[src/rtl/ea_pkg.sv]
package ea_pkg;
    localparam int OFS_W     = 16;
    localparam int SEG_W     = 16;
    localparam int PHYS_W    = 20;
    localparam int MODE_W    = 5;
    localparam int SHORT_W   = 8;
    localparam int NUM_FORMS = 17;
    localparam int SEG_SHIFT = PHYS_W - SEG_W;

    typedef enum logic [1:0] {
        SEG_CS = 2'd0,
        SEG_DS = 2'd1,
        SEG_ES = 2'd2,
        SEG_SS = 2'd3
    } seg_id_t;

    typedef struct packed {
        logic legal;
        logic use_base;
        logic base_bp;
        logic use_index;
        logic index_di;
        logic use_disp;
    } form_t;

    function automatic logic [PHYS_W-1:0] phys_of(input logic [SEG_W-1:0] seg,
                                                  input logic [OFS_W-1:0] ofs);
        return PHYS_W'({seg, {SEG_SHIFT{1'b0}}}) + PHYS_W'(ofs);
    endfunction
endpackage

[src/rtl/ea_form_decode.sv]
module ea_form_decode
    import ea_pkg::*;
(
    input  logic [MODE_W-1:0] mode_i,
    output form_t             form_o
);
    logic [MODE_W-1:0] single_idx;
    logic [MODE_W-1:0] pair_idx;

    assign single_idx = mode_i - MODE_W'(1);
    assign pair_idx   = mode_i - MODE_W'(9);

    always_comb begin
        form_o = '0;
        if (mode_i == '0) begin
            form_o.legal    = 1'b1;
            form_o.use_disp = 1'b1;
        end else if (mode_i <= MODE_W'(8)) begin
            form_o.legal    = 1'b1;
            form_o.use_disp = (mode_i >= MODE_W'(5));
            case (single_idx[1:0])
                2'd0: form_o.use_base = 1'b1;
                2'd1: form_o.use_index = 1'b1;
                2'd2: begin
                    form_o.use_index = 1'b1;
                    form_o.index_di  = 1'b1;
                end
                default: begin
                    form_o.use_base = 1'b1;
                    form_o.base_bp  = 1'b1;
                end
            endcase
        end else if (mode_i < MODE_W'(NUM_FORMS)) begin
            form_o.legal     = 1'b1;
            form_o.use_base  = 1'b1;
            form_o.use_index = 1'b1;
            form_o.base_bp   = pair_idx[1];
            form_o.index_di  = pair_idx[0];
            form_o.use_disp  = (mode_i >= MODE_W'(13));
        end
    end
endmodule

[src/rtl/ea_offset_sum.sv]
module ea_offset_sum
    import ea_pkg::*;
(
    input  form_t            form_i,
    input  logic [OFS_W-1:0] bx_i,
    input  logic [OFS_W-1:0] bp_i,
    input  logic [OFS_W-1:0] si_i,
    input  logic [OFS_W-1:0] di_i,
    input  logic [OFS_W-1:0] disp_i,
    input  logic             disp_wide_i,
    output logic [OFS_W-1:0] offset_o
);
    logic [OFS_W-1:0] base_t, index_t, disp_t, disp_ext;

    assign disp_ext = disp_wide_i ? disp_i
                    : {{(OFS_W-SHORT_W){disp_i[SHORT_W-1]}}, disp_i[SHORT_W-1:0]};

    always_comb begin
        base_t   = form_i.use_base  ? (form_i.base_bp  ? bp_i : bx_i) : '0;
        index_t  = form_i.use_index ? (form_i.index_di ? di_i : si_i) : '0;
        disp_t   = form_i.use_disp  ? disp_ext : '0;
        offset_o = base_t + index_t + disp_t;
    end
endmodule

[src/rtl/ea_seg_pick.sv]
module ea_seg_pick
    import ea_pkg::*;
(
    input  form_t            form_i,
    input  logic             ovr_en_i,
    input  logic [1:0]       ovr_seg_i,
    input  logic [SEG_W-1:0] cs_i,
    input  logic [SEG_W-1:0] ds_i,
    input  logic [SEG_W-1:0] es_i,
    input  logic [SEG_W-1:0] ss_i,
    output seg_id_t          seg_id_o,
    output logic [SEG_W-1:0] seg_val_o
);
    seg_id_t dflt;

    assign dflt     = (form_i.use_base && form_i.base_bp) ? SEG_SS : SEG_DS;
    assign seg_id_o = ovr_en_i ? seg_id_t'(ovr_seg_i) : dflt;

    always_comb begin
        case (seg_id_o)
            SEG_CS:  seg_val_o = cs_i;
            SEG_DS:  seg_val_o = ds_i;
            SEG_ES:  seg_val_o = es_i;
            default: seg_val_o = ss_i;
        endcase
    end
endmodule

[src/rtl/ea_gen.sv]
module ea_gen
    import ea_pkg::*;
(
    input  logic              clk,
    input  logic              rst,
    input  logic              valid_i,
    input  logic [MODE_W-1:0] mode_i,
    input  logic [OFS_W-1:0]  bx_i,
    input  logic [OFS_W-1:0]  bp_i,
    input  logic [OFS_W-1:0]  si_i,
    input  logic [OFS_W-1:0]  di_i,
    input  logic [SEG_W-1:0]  cs_i,
    input  logic [SEG_W-1:0]  ds_i,
    input  logic [SEG_W-1:0]  es_i,
    input  logic [SEG_W-1:0]  ss_i,
    input  logic [OFS_W-1:0]  disp_i,
    input  logic              disp_wide_i,
    input  logic              ovr_en_i,
    input  logic [1:0]        ovr_seg_i,
    output logic              done_o,
    output logic              illegal_o,
    output logic [OFS_W-1:0]  offset_o,
    output logic [1:0]        seg_id_o,
    output logic [SEG_W-1:0]  seg_val_o,
    output logic [PHYS_W-1:0] phys_o,
    output logic [PHYS_W-1:0] phys_hi_o
);
    form_t            frm;
    logic [OFS_W-1:0] ofs_c;
    seg_id_t          sid_c;
    logic [SEG_W-1:0] sval_c;

    ea_form_decode u_dec (.mode_i(mode_i), .form_o(frm));

    ea_offset_sum u_sum (
        .form_i(frm), .bx_i(bx_i), .bp_i(bp_i), .si_i(si_i), .di_i(di_i),
        .disp_i(disp_i), .disp_wide_i(disp_wide_i), .offset_o(ofs_c)
    );

    ea_seg_pick u_seg (
        .form_i(frm), .ovr_en_i(ovr_en_i), .ovr_seg_i(ovr_seg_i),
        .cs_i(cs_i), .ds_i(ds_i), .es_i(es_i), .ss_i(ss_i),
        .seg_id_o(sid_c), .seg_val_o(sval_c)
    );

    always_ff @(posedge clk) begin
        if (rst) begin
            done_o    <= 1'b0;
            illegal_o <= 1'b0;
            offset_o  <= '0;
            seg_id_o  <= '0;
            seg_val_o <= '0;
            phys_o    <= '0;
            phys_hi_o <= '0;
        end else begin
            done_o <= valid_i;
            if (valid_i) begin
                illegal_o <= !frm.legal;
                if (frm.legal) begin
                    offset_o  <= ofs_c;
                    seg_id_o  <= sid_c;
                    seg_val_o <= sval_c;
                    phys_o    <= phys_of(sval_c, ofs_c);
                    phys_hi_o <= phys_of(sval_c, OFS_W'(ofs_c + OFS_W'(1)));
                end else begin
                    offset_o  <= '0;
                    seg_id_o  <= '0;
                    seg_val_o <= '0;
                    phys_o    <= '0;
                    phys_hi_o <= '0;
                end
            end
        end
    end

    p_done_after_valid_r9: assert property (@(posedge clk) disable iff (rst)
        valid_i |=> done_o);

    p_done_single_r9: assert property (@(posedge clk) disable iff (rst)
        !valid_i |=> !done_o);

    p_hold_idle_r9: assert property (@(posedge clk) disable iff (rst)
        !valid_i |=> ($stable(offset_o) && $stable(phys_o) && $stable(seg_id_o)));

    p_illegal_zero_r8: assert property (@(posedge clk) disable iff (rst)
        illegal_o |-> (offset_o == '0 && phys_o == '0 && phys_hi_o == '0 && seg_val_o == '0));

    p_illegal_code_r2: assert property (@(posedge clk) disable iff (rst)
        done_o |-> (illegal_o == ($past(mode_i) >= MODE_W'(NUM_FORMS))));

    p_override_r5: assert property (@(posedge clk) disable iff (rst)
        (done_o && !illegal_o && $past(ovr_en_i)) |-> (seg_id_o == $past(ovr_seg_i)));

    p_default_seg_r4: assert property (@(posedge clk) disable iff (rst)
        (done_o && !illegal_o && !$past(ovr_en_i)) |->
        (seg_id_o == (($past(frm.use_base) && $past(frm.base_bp)) ? 2'd3 : 2'd1)));

    p_second_byte_r7: assert property (@(posedge clk) disable iff (rst)
        (done_o && !illegal_o) |->
        (phys_hi_o == phys_of(seg_val_o, OFS_W'(offset_o + OFS_W'(1)))));
endmodule

[config.mk]
export PLATFORM = sky130hd
export DESIGN_NAME = ea_gen
export DESIGN_NICKNAME = d
export VERILOG_FILES = /design/src/rtl/ea_pkg.sv /design/src/rtl/ea_form_decode.sv /design/src/rtl/ea_offset_sum.sv /design/src/rtl/ea_seg_pick.sv /design/src/rtl/ea_gen.sv
export SDC_FILE = /design/constraint.sdc
export NUM_CORES = 1
export LEC_CHECK = 0
export BUFFER_PORTS_ARGS = -buffer_cell sky130_fd_sc_hd__buf_2
export CAP_MARGIN = 20
export CORE_MARGIN = 2
export CORE_UTILIZATION = 56
export CTS_BUF_LIST = sky130_fd_sc_hd__clkbuf_2
export DETAILED_ROUTE_END_ITERATION = 16
export HOLD_SLACK_MARGIN = 0.05
export PLACE_DENSITY = 0.85
export RECOVER_POWER = 25
export SETUP_SLACK_MARGIN = 0.1
export SLEW_MARGIN = 20
export SYNTH_ARGS = -nofsm -noshare
export SYNTH_HDL_FRONTEND = slang
export SYNTH_HIERARCHICAL = 1
export SYNTH_SLANG_ARGS = --single-unit
export TNS_END_PERCENT = 30
[constraint.sdc]
create_clock -name clk -period 16.48 [get_ports clk]
set_input_delay 2.472 -clock clk [delete_from_list [all_inputs] [get_ports clk]]
set_output_delay 2.472 -clock clk [all_outputs]
set_load 0.005 [all_outputs]
==> summary.md, run 1 <==
| Metric | Value |
|---|---|
| Status | `finished, violations left` |
| Violations in the final reports | `max-capacitance violations, max-slew violations` |
| Number of buffers created by CTS | `9` |
| Initial antenna violation count | `3` |
| Post-synth EDFFs | `0` |
| PostCTS Resize Cnt | `0` |
| Clock sinks | `72` |
| Die Width | `111.4 um` |
| Number of global-route vias before repair | `6,218` |
| Largest net degree at the start of global routing | `55` |
| Post-Route Utilization | `0.6838` |
| Mux contribution to synthesized area | `0.08409` |
| Detailed-route wire length per cell | `16.08 um` |
| Met1 routing resource usage after global routing | `0.3616` |
| Part of the cycle the worst path needs | `0.5335` |
| Worst Hold Margin | `0.4694 ns` |
| Post-synth top area cell | `sky130_fd_sc_hd__dfxtp_1` |
| Chip Height | `111.4 um` |
| Number of warnings reported in the yosys synthesis log | `6` |
| Type of the worst min-delay path | `reg -> reg` |
| Top cell type's share of synthesized area | `0.2232` |
| Layer carrying the most global-route usage | `met2` |
| Kind of critical path | `in -> reg` |
| Post-synthesis share of cell area spent on full adders, half adders and majority gates | `0.1447` |
| Post-synthesis async set-or-reset flop share | `0` |
| Count of endpoints failing setup in the final report | `0` |
| Sequential fraction of design power | `0.267` |
| Clock tree from TritonCTS | `yes` |
| Global-route wire length before repair | `29.68 mm` |
| Starting density of the core | `0.5704` |
| Power after layout | `773.9 uW` |
| Worst-skew pair later-pin latency | `0.48 ns` |
| Clock tree buffer depth | `2` |
| Internal power | `441.5 uW` |
| Top fanout value on the critical path | `16` |
| Most numerous cell on the critical path | `sky130_fd_sc_hd__ha_1` |
| Std cell rows | `39` |
| Final worst path period need | `8.791 ns` |
| Simple-gate portion of the synthesized area | `0.1947` |
| Static leakage | `3.704 nW` |
| Max-capacitance violation count | `1` |
| Die Area | `0.01241 sq mm` |
| Hold violation count in the final report | `0` |
| Distinct cells, synth | `74` |
| Worst clock skew | `0 ns` |
| H-tree levels | `3` |
| Longest individual stage delay on the worst path | `0.77 ns` |
| Power Dens Cells | `99.97 mW/mm^2` |
| Synthesis-stage register bit count | `72` |
| Crit-path slowest cell | `sky130_fd_sc_hd__o21ai_1` |
| Share of the synthesized area in compound gates (AO/OA/AOI/OAI) | `0.2230` |
| Setup crit end kind | `flop` |
| Synth top area cells | `sky130_fd_sc_hd__dfxtp_1, sky130_fd_sc_hd__ha_1, sky130_fd_sc_hd__fa_1` |
| Worst relative slew slack | `-0.5930` |
| Dpl hpwl | `14.62 mm` |
| Antenna violation net count after detailed routing | `0` |
| Met3 capacity usage during global routing | `0.05171` |
| Global-route total usage across every layer | `0.2899` |
| Pins over their slew limit | `55` |
| Setup repair after global routing missed its margin | `no` |
| Switching share of total power | `0.4294` |
| Port buffer count | `231` |
| First-pass iteration count of the detailed router | `5` |
| Actual transition at the worst max-transition pin | `2.389 ns` |
| Layout cell share with drive strength beyond 1 | `0.2903` |
| Synth Area in XOR/XNOR | `0.07053` |
| Detailed-route DRC error count | `0` |
| Number of post-CTS setup repair buffers | `0` |
| Part of the Yosys area used for sequential elements | `0.2232` |
| Maximum resistive drop on vdd | `0.06229 mV` |
| Post-layout nets | `1,213` |
| Root Buffer Master | `sky130_fd_sc_hd__clkbuf_2` |
| Routability congestion estimate from global placement | `0.9447` |
| Clock power frac | `0.144` |
| Dominant synthesized flop cell | `sky130_fd_sc_hd__dfxtp_1` |
| Share of total power in combinational logic | `0.589` |
| Layout fillers | `986` |
| Sort of element at the start of the critical path | `primary input` |
| Arrival time of the worst setup path | `9.24 ns` |
| Hold_buf cts | `0` |
| GR Layer Usage met2 | `0.5126` |
| Via count of the routed design | `6,476` |
| Final TNS setup | `0 ns` |
| Clock-pin slew on the worst setup and hold paths | `0.18 ns` |
| Core ar. | `0.01132 sq mm` |
| Leftover overflow at the end of global routing | `0` |
| Syn_nets | `1,008` |
| Total standard cell area after synthesis | `0.006457 sq mm` |
| Most common cell after layout, fill and taps aside | `sky130_fd_sc_hd__buf_2` |
| Layout-stage area growth over the synthesis result | `19.88%` |
| Total wire length after detailed routing | `18.39 mm` |
| Number of instances in the synthesized netlist | `789` |
| Most used cells in the layout excluding fill and tap cells | `sky130_fd_sc_hd__buf_2, sky130_fd_sc_hd__nand2_1, sky130_fd_sc_hd__dfxtp_1` |
| Dominant combinational cell family by area after synthesis | `compound AO/OA/AOI/OAI gates` |
| Power spent charging and discharging nets | `332.3 uW` |
| DR vias/cell | `5.661` |
| Maximum clock frequency | `0.1137 GHz` |
| CP required | `16.93 ns` |
| Average cell area after synthesis | `8.184 sq um` |
| Iteration-0 DRC count of the detailed router | `382` |
| Ports placed on the boundary | `232` |
==> state kept, by name, summed over array words and instances, names as in the netlist <==
name       cells
seg_id_o       2
illegal_o      1
seg_val_o     16
done_o         1
offset_o      16
phys_hi_o     20
phys_o        16
==> through the flow <==
step,cells,area [sq um],setup slack [ns]
after floorplan,789,6457,8.501
after global placement,1126,7615,7.385
after detailed placement,1126,7615,6.953
after CTS,1142,7744,7.537
after global routing,1143,7739,7.165
final,1144,7741,7.689
==> cell type report <==
type                       count  area [sq um]  area share
clock buffer                  12         60.06    0.007758
timing repair buffer         236          1175      0.1518
multi-input combinational    630          4643      0.5998
inverter                      45         168.9     0.02182
sequential                    72          1441      0.1862
clock inverter                 4         68.82    0.008890
tap                          143         178.9     0.02311
antenna                        2         5.005   0.0006465
==> Yosys cell counts (18+ instances only) <==
cell / instances
sky130_fd_sc_hd__mux2_2: 26
sky130_fd_sc_hd__a22oi_1: 47
sky130_fd_sc_hd__dfxtp_1: 72
sky130_fd_sc_hd__nor2_1: 68
sky130_fd_sc_hd__nand2_1: 87
sky130_fd_sc_hd__mux2i_1: 22
sky130_fd_sc_hd__fa_1: 18
sky130_fd_sc_hd__xnor2_1: 32
sky130_fd_sc_hd__a21oi_1: 36
sky130_fd_sc_hd__ha_1: 45
sky130_fd_sc_hd__xor2_1: 20
sky130_fd_sc_hd__clkbuf_1: 26
sky130_fd_sc_hd__o21ai_0: 43
sky130_fd_sc_hd__and2_1: 21
sky130_fd_sc_hd__inv_1: 44
==> routing by layer <==
layer / part of all wire / up-vias
met5: 0 / -
met4: 0.019 / 0
met3: 0.064 / 25
li1: - / 3211
met1: 0.42 / 2998
met2: 0.50 / 242
==> power by group through the flow <==
stage / sequential, mW / combinational, mW / clock, mW
after floorplan: 0.212 / 0.325 / 0
after global placement: 0.210 / 0.436 / 0
after detailed placement: 0.210 / 0.448 / 0
after CTS: 0.207 / 0.451 / 0.113
after global routing: 0.209 / 0.507 / 0.120
final: 0.207 / 0.456 / 0.111
==> critical path, delay by kind of cell <==
family	cells	cell delay [ns]
compound gates	7	2.46
fa+ha+maj	6	1.96
simple gates	8	1.57
xor+xnor	3	0.45
buf+inv	3	0.30
==> cells by family after synthesis <==
kind of cell               Yosys count
xor gates and xnor gates            52
adders and majority gates           64
muxes                               50
AOI/OAI and AO/OA                  202
buffers and inverters               87
and+or+nand+nor                    262
DFF                                 72
==> worst paths after layout <==
kind / cells past startpoint / endpoint / from / slack, ns
worst max register to register: 2 / offset_o[8] / offset_o[8] / 15.68
worst min-delay path: 2 / phys_hi_o[14] / phys_hi_o[14] / 0.47
worst min register to register: 2 / phys_hi_o[14] / phys_hi_o[14] / 0.47
worst max-delay path: 27 / phys_hi_o[18] / mode_i[0] / 7.69
(Power assumes the default switching activity.)
==> inputs of run 2 (changes only) <==
--- a/config.mk
+++ b/config.mk
@@ -8,11 +8,11 @@
 export BUFFER_PORTS_ARGS = -buffer_cell sky130_fd_sc_hd__buf_2
 export CAP_MARGIN = 20
 export CORE_MARGIN = 2
-export CORE_UTILIZATION = 56
+export CORE_UTILIZATION = 47
 export CTS_BUF_LIST = sky130_fd_sc_hd__clkbuf_2
 export DETAILED_ROUTE_END_ITERATION = 16
 export HOLD_SLACK_MARGIN = 0.05
-export PLACE_DENSITY = 0.85
+export PLACE_DENSITY = 0.75
 export RECOVER_POWER = 25
 export SETUP_SLACK_MARGIN = 0.1
 export SLEW_MARGIN = 20
==> constraint.sdc (replaced) <==
create_clock -name clk -period 7.72 [get_ports clk]
set_input_delay 1.158 -clock clk [delete_from_list [all_inputs] [get_ports clk]]
set_output_delay 1.158 -clock clk [all_outputs]
set_load 0.005 [all_outputs]
==> summary.md, run 2 (synthesis gave the netlist of run 1 again) <==
| Metric | Value |
|---|---|
| Clock-pin slew on the worst setup and hold paths | `0.20 ns (+0.02 ns)` |
| Max-capacitance violation count | `1 (unchanged)` |
| Top register by number of flip-flops | `phys_hi_o` |
| Die Width | `121.2 um (+8.8%)` |
| Core ar. | `0.01335 sq mm (+18%)` |
| Area used by multi-input combinational logic | `0.004632 sq mm (-0.24%)` |
| Clock sinks | `72 (unchanged)` |
| Hold_buf cts | `0 (unchanged)` |
| Worst setup margin | `1.091 ns (-6.598 ns)` |
| Setup repair after global routing missed its margin | `no` |
| First-pass iteration count of the detailed router | `5 (unchanged)` |
| Leftover overflow at the end of global routing | `0 (unchanged)` |
| Chip Height | `121.2 um (+8.8%)` |
| Total wire length after detailed routing | `18.96 mm (+3.1%)` |
| Count of endpoints failing setup in the final report | `0 (unchanged)` |
| Max FFs per register | `20 (unchanged)` |
| Status | `finished, violations left` |
| Kind of critical path | `in -> reg` |
| Global-route total usage across every layer | `0.2540 (-0.03586)` |
| Type of the worst min-delay path | `reg -> reg` |
| Longest individual stage delay on the worst path | `0.56 ns (-0.21 ns)` |
| Initial antenna violation count | `1 (-2)` |
| Final worst path period need | `6.630 ns` |
| Actual transition at the worst max-transition pin | `2.398 ns (+0.008390 ns)` |
| Die Area | `0.01469 sq mm (+18%)` |
| Antenna violation net count after detailed routing | `0 (unchanged)` |
| Worst slack, placed | `0.5017 ns (-6.452 ns)` |
| Global-route wire length before repair | `29.81 mm (+0.44%)` |
| Number of buffers created by CTS | `9 (unchanged)` |
| Final TNS setup | `0 ns (unchanged)` |
| Std cell rows | `42 (+7.7%)` |
| Crit-path slowest cell | `sky130_fd_sc_hd__fa_1` |
| Layout cell share with drive strength beyond 1 | `0.2917 (+0.001376)` |
| Clock tree buffer depth | `2 (unchanged)` |
| Worst relative slew slack | `-0.5986 (-0.005593)` |
| Largest net degree at the start of global routing | `55 (unchanged)` |
| Number of global-route vias before repair | `6,087 (-2.1%)` |
| CP required | `8.21 ns (-8.72 ns)` |
| Worst clock skew | `0 ns (unchanged)` |
| Part of the cycle the worst path needs | `0.8587` |
| Area of placed instances | `0.007724 sq mm (+1.4%)` |
| Via count of the routed design | `6,514 (+0.59%)` |
| Layout-stage area growth over the synthesis result | `20.62%` |
| Sort of element at the start of the critical path | `primary input` |
| Maximum resistive drop on vdd | `0.06991 mV (+12%)` |
| Starting density of the core | `0.4838 (-0.08662)` |
| Slack of the worst reg-to-reg path | `6.92 ns (-8.76 ns)` |
| Clock tree from TritonCTS | `yes` |
| Top fanout value on the critical path | `7 (-9)` |
| Routability congestion estimate from global placement | `0.9193 (-2.7%)` |
| Detailed-route DRC error count | `0 (unchanged)` |
| Number of post-CTS setup repair buffers | `0 (unchanged)` |
| Worst-skew pair later-pin latency | `0.53 ns (+0.05 ns)` |
| Hold violation count in the final report | `0 (unchanged)` |
| Maximum clock frequency | `0.1508 GHz` |
| Iteration-0 DRC count of the detailed router | `427 (+12%)` |
| Power Dens Cells | `206.8 mW/mm^2 (+110%)` |
| FF+latch area | `0.001441 sq mm (unchanged)` |
| Ports placed on the boundary | `232 (unchanged)` |
| Static leakage | `3.704 nW (about the same)` |
| DR vias/cell | `5.492 (-3.0%)` |
| Post-Route Utilization | `0.5835 (-0.1003)` |
| Worst Hold Margin | `0.4709 ns (+0.001487 ns)` |
| Most common cell after layout, fill and taps aside | `sky130_fd_sc_hd__buf_2` |
| Arrival time of the worst setup path | `7.12 ns (-2.12 ns)` |
| Detailed-route wire length per cell | `15.98 um (-0.57%)` |
| Root Buffer Master | `sky130_fd_sc_hd__clkbuf_2` |
| Port buffer count | `231 (unchanged)` |
| Layout fillers | `1,314 (+33%)` |
| PostCTS Resize Cnt | `0 (unchanged)` |
| Most used cells in the layout excluding fill and tap cells | `sky130_fd_sc_hd__buf_2, sky130_fd_sc_hd__nand2_1, sky130_fd_sc_hd__dfxtp_1` |
| Post-layout nets | `1,222 (+0.74%)` |
| Dpl hpwl | `15.27 mm (+4.4%)` |
| Violations in the final reports | `max-capacitance violations, max-slew violations` |
| Setup crit end kind | `flop` |
| H-tree levels | `3 (unchanged)` |
| Pins over their slew limit | `55 (unchanged)` |
| Design Area, Final | `0.007789 sq mm (+0.61%)` |
run 2: cell types whose count changed in the layout (fill, tap and decap cells not counted), sizes merged:
cell / delta
buf: +4
bufinv: -2
clkbuf: +2
clkinv: +4
clkinvlp: +1
run 2: worst max-delay path: cells and delay by family:
family / cells / cell delay [ns]
fa+ha+maj: 5 / 1.73
buf+inv: 3 / 0.28
compound gates: 8 / 1.71
xor+xnor: 3 / 0.60
simple gates: 8 / 1.38
mux: 1 / 0.25
run 2: path summary, 6_finish.rpt:
kind / start / to / depth (start not counted)
setup / recovery: mode_i[0] / phys_hi_o[18] / 28
hold / removal: phys_hi_o[14] / phys_hi_o[14] / 2
setup reg to reg: seg_val_o[9] / seg_val_o[9] / 2
hold reg to reg: phys_hi_o[14] / phys_hi_o[14] / 2
run 2: routing by layer:
metal | wire length [um] | GRT usage | vias to the layer above
met5 | 0 | 0 | -
met4 | 377 | 0.08118 | 0
met3 | 1144 | 0.03383 | 26
met2 | 9026 | 0.4192 | 250
met1 | 8409 | 0.3438 | 3010
li1 | - | - | 3228
run 2: area by class of cell:
cell class,instances,area share
timing repair buffer,245,0.1589
clock buffer,9,0.005783
sequential,72,0.1851
multi-input combinational,630,0.5947
clock inverter,7,0.004980
inverter,45,0.02169
antenna,2,0.0006426
tap,176,0.02827
run 2: report_power, final:
| group | switching, mW | internal, mW | leakage (nW) | total, mW |
|---|---|---|---|---|
| registers | 0.0253 | 0.418 | 0.588 | 0.443 |
| logic | 0.560 | 0.431 | 3.06 | 0.991 |
| clock network | 0.137 | 0.0389 | 0.0565 | 0.176 |
run 2: per-stage QoR:
| stage | total power, mW | std cells |
|---|---|---|
| final | 1.611 | 1186 |
| after global routing | 1.746 | 1185 |
| after CTS | 1.611 | 1184 |
| after detailed placement | 1.434 | 1168 |
| after global placement | 1.420 | 1168 |
| after floorplan | 1.146 | 789 |
==> inputs of run 3 (changes only) <==
==> constraint.sdc (replaced) <==
create_clock -name clk -period 7.72 [get_ports clk]
set_input_delay 1.158 -clock clk [delete_from_list [all_inputs] [get_ports clk]]
set_output_delay 1.158 -clock clk [all_outputs]
set_load 0.02 [all_outputs]
==> summary.md, run 3 (synthesis gave the netlist of run 1 again) <==
| Metric | Value |
|---|---|
| Clock sinks | `72 (unchanged)` |
| Core ar. | `0.01335 sq mm (unchanged)` |
| Max-capacitance violation count | `1 (unchanged)` |
| Violations in the final reports | `max-capacitance violations, max-slew violations` |
| Detailed-route wire length per cell | `15.96 um (-0.18%)` |
| Worst relative slew slack | `-0.5925 (+0.006079)` |
| Post-layout nets | `1,222 (unchanged)` |
| Number of cells on the worst hold path | `2 (unchanged)` |
| Power Dens Cells | `214.0 mW/mm^2 (+3.5%)` |
| Via count of the routed design | `6,456 (-0.89%)` |
| Number of post-CTS setup repair buffers | `0 (unchanged)` |
| Clock-pin slew on the worst setup and hold paths | `0.20 ns (about the same)` |
| Setup repair after global routing missed its margin | `no` |
| Status | `finished, violations left` |
| CP required | `8.20 ns (about the same)` |
| Pins over their slew limit | `55 (unchanged)` |
| Count of endpoints failing setup in the final report | `0 (unchanged)` |
| Logic depth of the worst register-to-register path | `2 (unchanged)` |
| Final worst path period need | `6.635 ns (+0.005840 ns)` |
| H-tree levels | `3 (unchanged)` |
| Clock tree buffer depth | `2 (unchanged)` |
| Dpl hpwl | `15.27 mm (unchanged)` |
| Most common cell after layout, fill and taps aside | `sky130_fd_sc_hd__buf_2` |
| Kind of critical path | `in -> reg` |
| Worst-skew pair later-pin latency | `0.52 ns (about the same)` |
| FF+latch area | `0.001441 sq mm (unchanged)` |
| Die Width | `121.2 um (unchanged)` |
| Layout cell share with drive strength beyond 1 | `0.2738 (-0.01786)` |
| Top register by number of flip-flops | `phys_hi_o` |
| Root Buffer Master | `sky130_fd_sc_hd__clkbuf_2` |
| Starting density of the core | `0.4838 (unchanged)` |
| DR vias/cell | `5.444 (-0.89%)` |
| Sort of element at the start of the critical path | `primary input` |
| Port buffer count | `231 (unchanged)` |
| Routability congestion estimate from global placement | `0.9193 (unchanged)` |
| Number of global-route vias before repair | `6,087 (unchanged)` |
| Leftover overflow at the end of global routing | `0 (unchanged)` |
| Chip Height | `121.2 um (unchanged)` |
| Maximum clock frequency | `0.1507 GHz (about the same)` |
| Hold_buf cts | `0 (unchanged)` |
| PostCTS Resize Cnt | `0 (unchanged)` |
| Ports placed on the boundary | `232 (unchanged)` |
| Initial antenna violation count | `1 (unchanged)` |
| Setup crit end kind | `flop` |
| Detailed-route DRC error count | `0 (unchanged)` |
| Final TNS setup | `0 ns (unchanged)` |
| Worst setup margin | `1.085 ns (-0.005840 ns)` |
| Layout fillers | `1,324 (+0.76%)` |
| Largest net degree at the start of global routing | `55 (unchanged)` |
| Maximum resistive drop on vdd | `0.06943 mV (-0.69%)` |
| Total wire length after detailed routing | `18.92 mm (-0.18%)` |
| Arrival time of the worst setup path | `7.12 ns (about the same)` |
| Part of the cycle the worst path needs | `0.8595 (about the same)` |
| Area used by multi-input combinational logic | `0.004632 sq mm (unchanged)` |
| Global-route total usage across every layer | `0.2540 (unchanged)` |
| Antenna violation net count after detailed routing | `0 (unchanged)` |
| Actual transition at the worst max-transition pin | `2.389 ns (-0.009119 ns)` |
| Number of buffers created by CTS | `9 (unchanged)` |
| Die Area | `0.01469 sq mm (unchanged)` |
| Max FFs per register | `20 (unchanged)` |
| Iteration-0 DRC count of the detailed router | `417 (-2.3%)` |
| Layout-stage area growth over the synthesis result | `20.27%` |
| Global-route wire length before repair | `29.81 mm (unchanged)` |
| Static leakage | `3.630 nW (-2.0%)` |
| Worst slack, placed | `0.5017 ns (unchanged)` |
| Std cell rows | `42 (unchanged)` |
| Most used cells in the layout excluding fill and tap cells | `sky130_fd_sc_hd__buf_2, sky130_fd_sc_hd__nand2_1, sky130_fd_sc_hd__dfxtp_1` |
| Top fanout value on the critical path | `7 (unchanged)` |
| Worst clock skew | `0 ns (unchanged)` |
| Hold violation count in the final report | `0 (unchanged)` |
| Clock tree from TritonCTS | `yes` |
| First-pass iteration count of the detailed router | `5 (unchanged)` |
| Type of the worst min-delay path | `reg -> reg` |
## run 3: cell count changes in the layout (fill, tap and decap cells not counted)
cell,delta
sky130_fd_sc_hd__clkbuf_1,+18
sky130_fd_sc_hd__buf_2,-18
## run 3: metal layers
layer / up-vias / wire, um / share of wire / global-route usage
met5: - / 0 / 0 / 0
met3: 25 / 1103 / 0.058 / 0.03383
met1: 2971 / 8472 / 0.45 / 0.3438
met2: 233 / 8986 / 0.47 / 0.4192
met4: 0 / 362 / 0.019 / 0.08118
li1: 3227 / - / - / -
## run 3: worst paths after layout
path,from,to,slack (ns)
worst max register to register,seg_val_o[9],seg_val_o[9],6.93
worst min-delay path,phys_hi_o[16],phys_hi_o[16],0.47
worst max-delay path,mode_i[0],phys_hi_o[18],1.08
worst min register to register,phys_hi_o[16],phys_hi_o[16],0.47
## run 3: layout make-up
type,instances,area share
Antenna cell,2,0.0006444
Timing Repair Buffer,245,0.1564
Clock inverter,7,0.004994
Inverter,45,0.02175
Clock buffer,9,0.005800
Sequential cell,72,0.1856
Multi-Input combinational cell,630,0.5964
Tap cell,176,0.02836
## run 3: report_power, final
part / switching (mW) / internal [mW]
registers: 0.0260 / 0.418
clock network: 0.136 / 0.0389
logic: 0.613 / 0.429
## run 3: critical path: stages
cell	delay, ns
sky130_fd_sc_hd__buf_2	0.14
sky130_fd_sc_hd__inv_1	0.09
sky130_fd_sc_hd__ha_1	0.23
sky130_fd_sc_hd__nor2b_2	0.19
sky130_fd_sc_hd__o31a_1	0.26
sky130_fd_sc_hd__o221ai_2	0.43
sky130_fd_sc_hd__mux2i_1	0.25
sky130_fd_sc_hd__nor2b_1	0.08
sky130_fd_sc_hd__fa_1	0.55
sky130_fd_sc_hd__ha_1	0.17
sky130_fd_sc_hd__inv_1	0.05
sky130_fd_sc_hd__fa_1	0.43
sky130_fd_sc_hd__nor2b_4	0.16
sky130_fd_sc_hd__o31ai_4	0.07
sky130_fd_sc_hd__a21oi_1	0.22
sky130_fd_sc_hd__xor2_1	0.35
sky130_fd_sc_hd__and3_1	0.27
sky130_fd_sc_hd__nand3_1	0.18
sky130_fd_sc_hd__nor3_1	0.27
sky130_fd_sc_hd__xor2_1	0.10
sky130_fd_sc_hd__ha_1	0.34
sky130_fd_sc_hd__nand2_1	0.08
sky130_fd_sc_hd__a21oi_1	0.11
sky130_fd_sc_hd__o21ai_0	0.13
sky130_fd_sc_hd__a211oi_1	0.36
sky130_fd_sc_hd__nand3_1	0.14
sky130_fd_sc_hd__xor2_1	0.15
sky130_fd_sc_hd__o21ai_0	0.13
## run 3: through the flow
step / hold slack [ns] / cells / power [mW] / instance area, sq um / utilization
after CTS: 0.4751 / 1184 / 1.666 / 7807 / 0.5849
final: 0.4722 / 1186 / 1.662 / 7766 / 0.5818
after global placement: 0.4350 / 1168 / 1.475 / 7724 / 0.5786
after global routing: 0.5027 / 1185 / 1.797 / 7764 / 0.5816
after detailed placement: 0.4425 / 1168 / 1.489 / 7724 / 0.5786
after floorplan: 0.5357 / 789 / 1.200 / 6457 / -
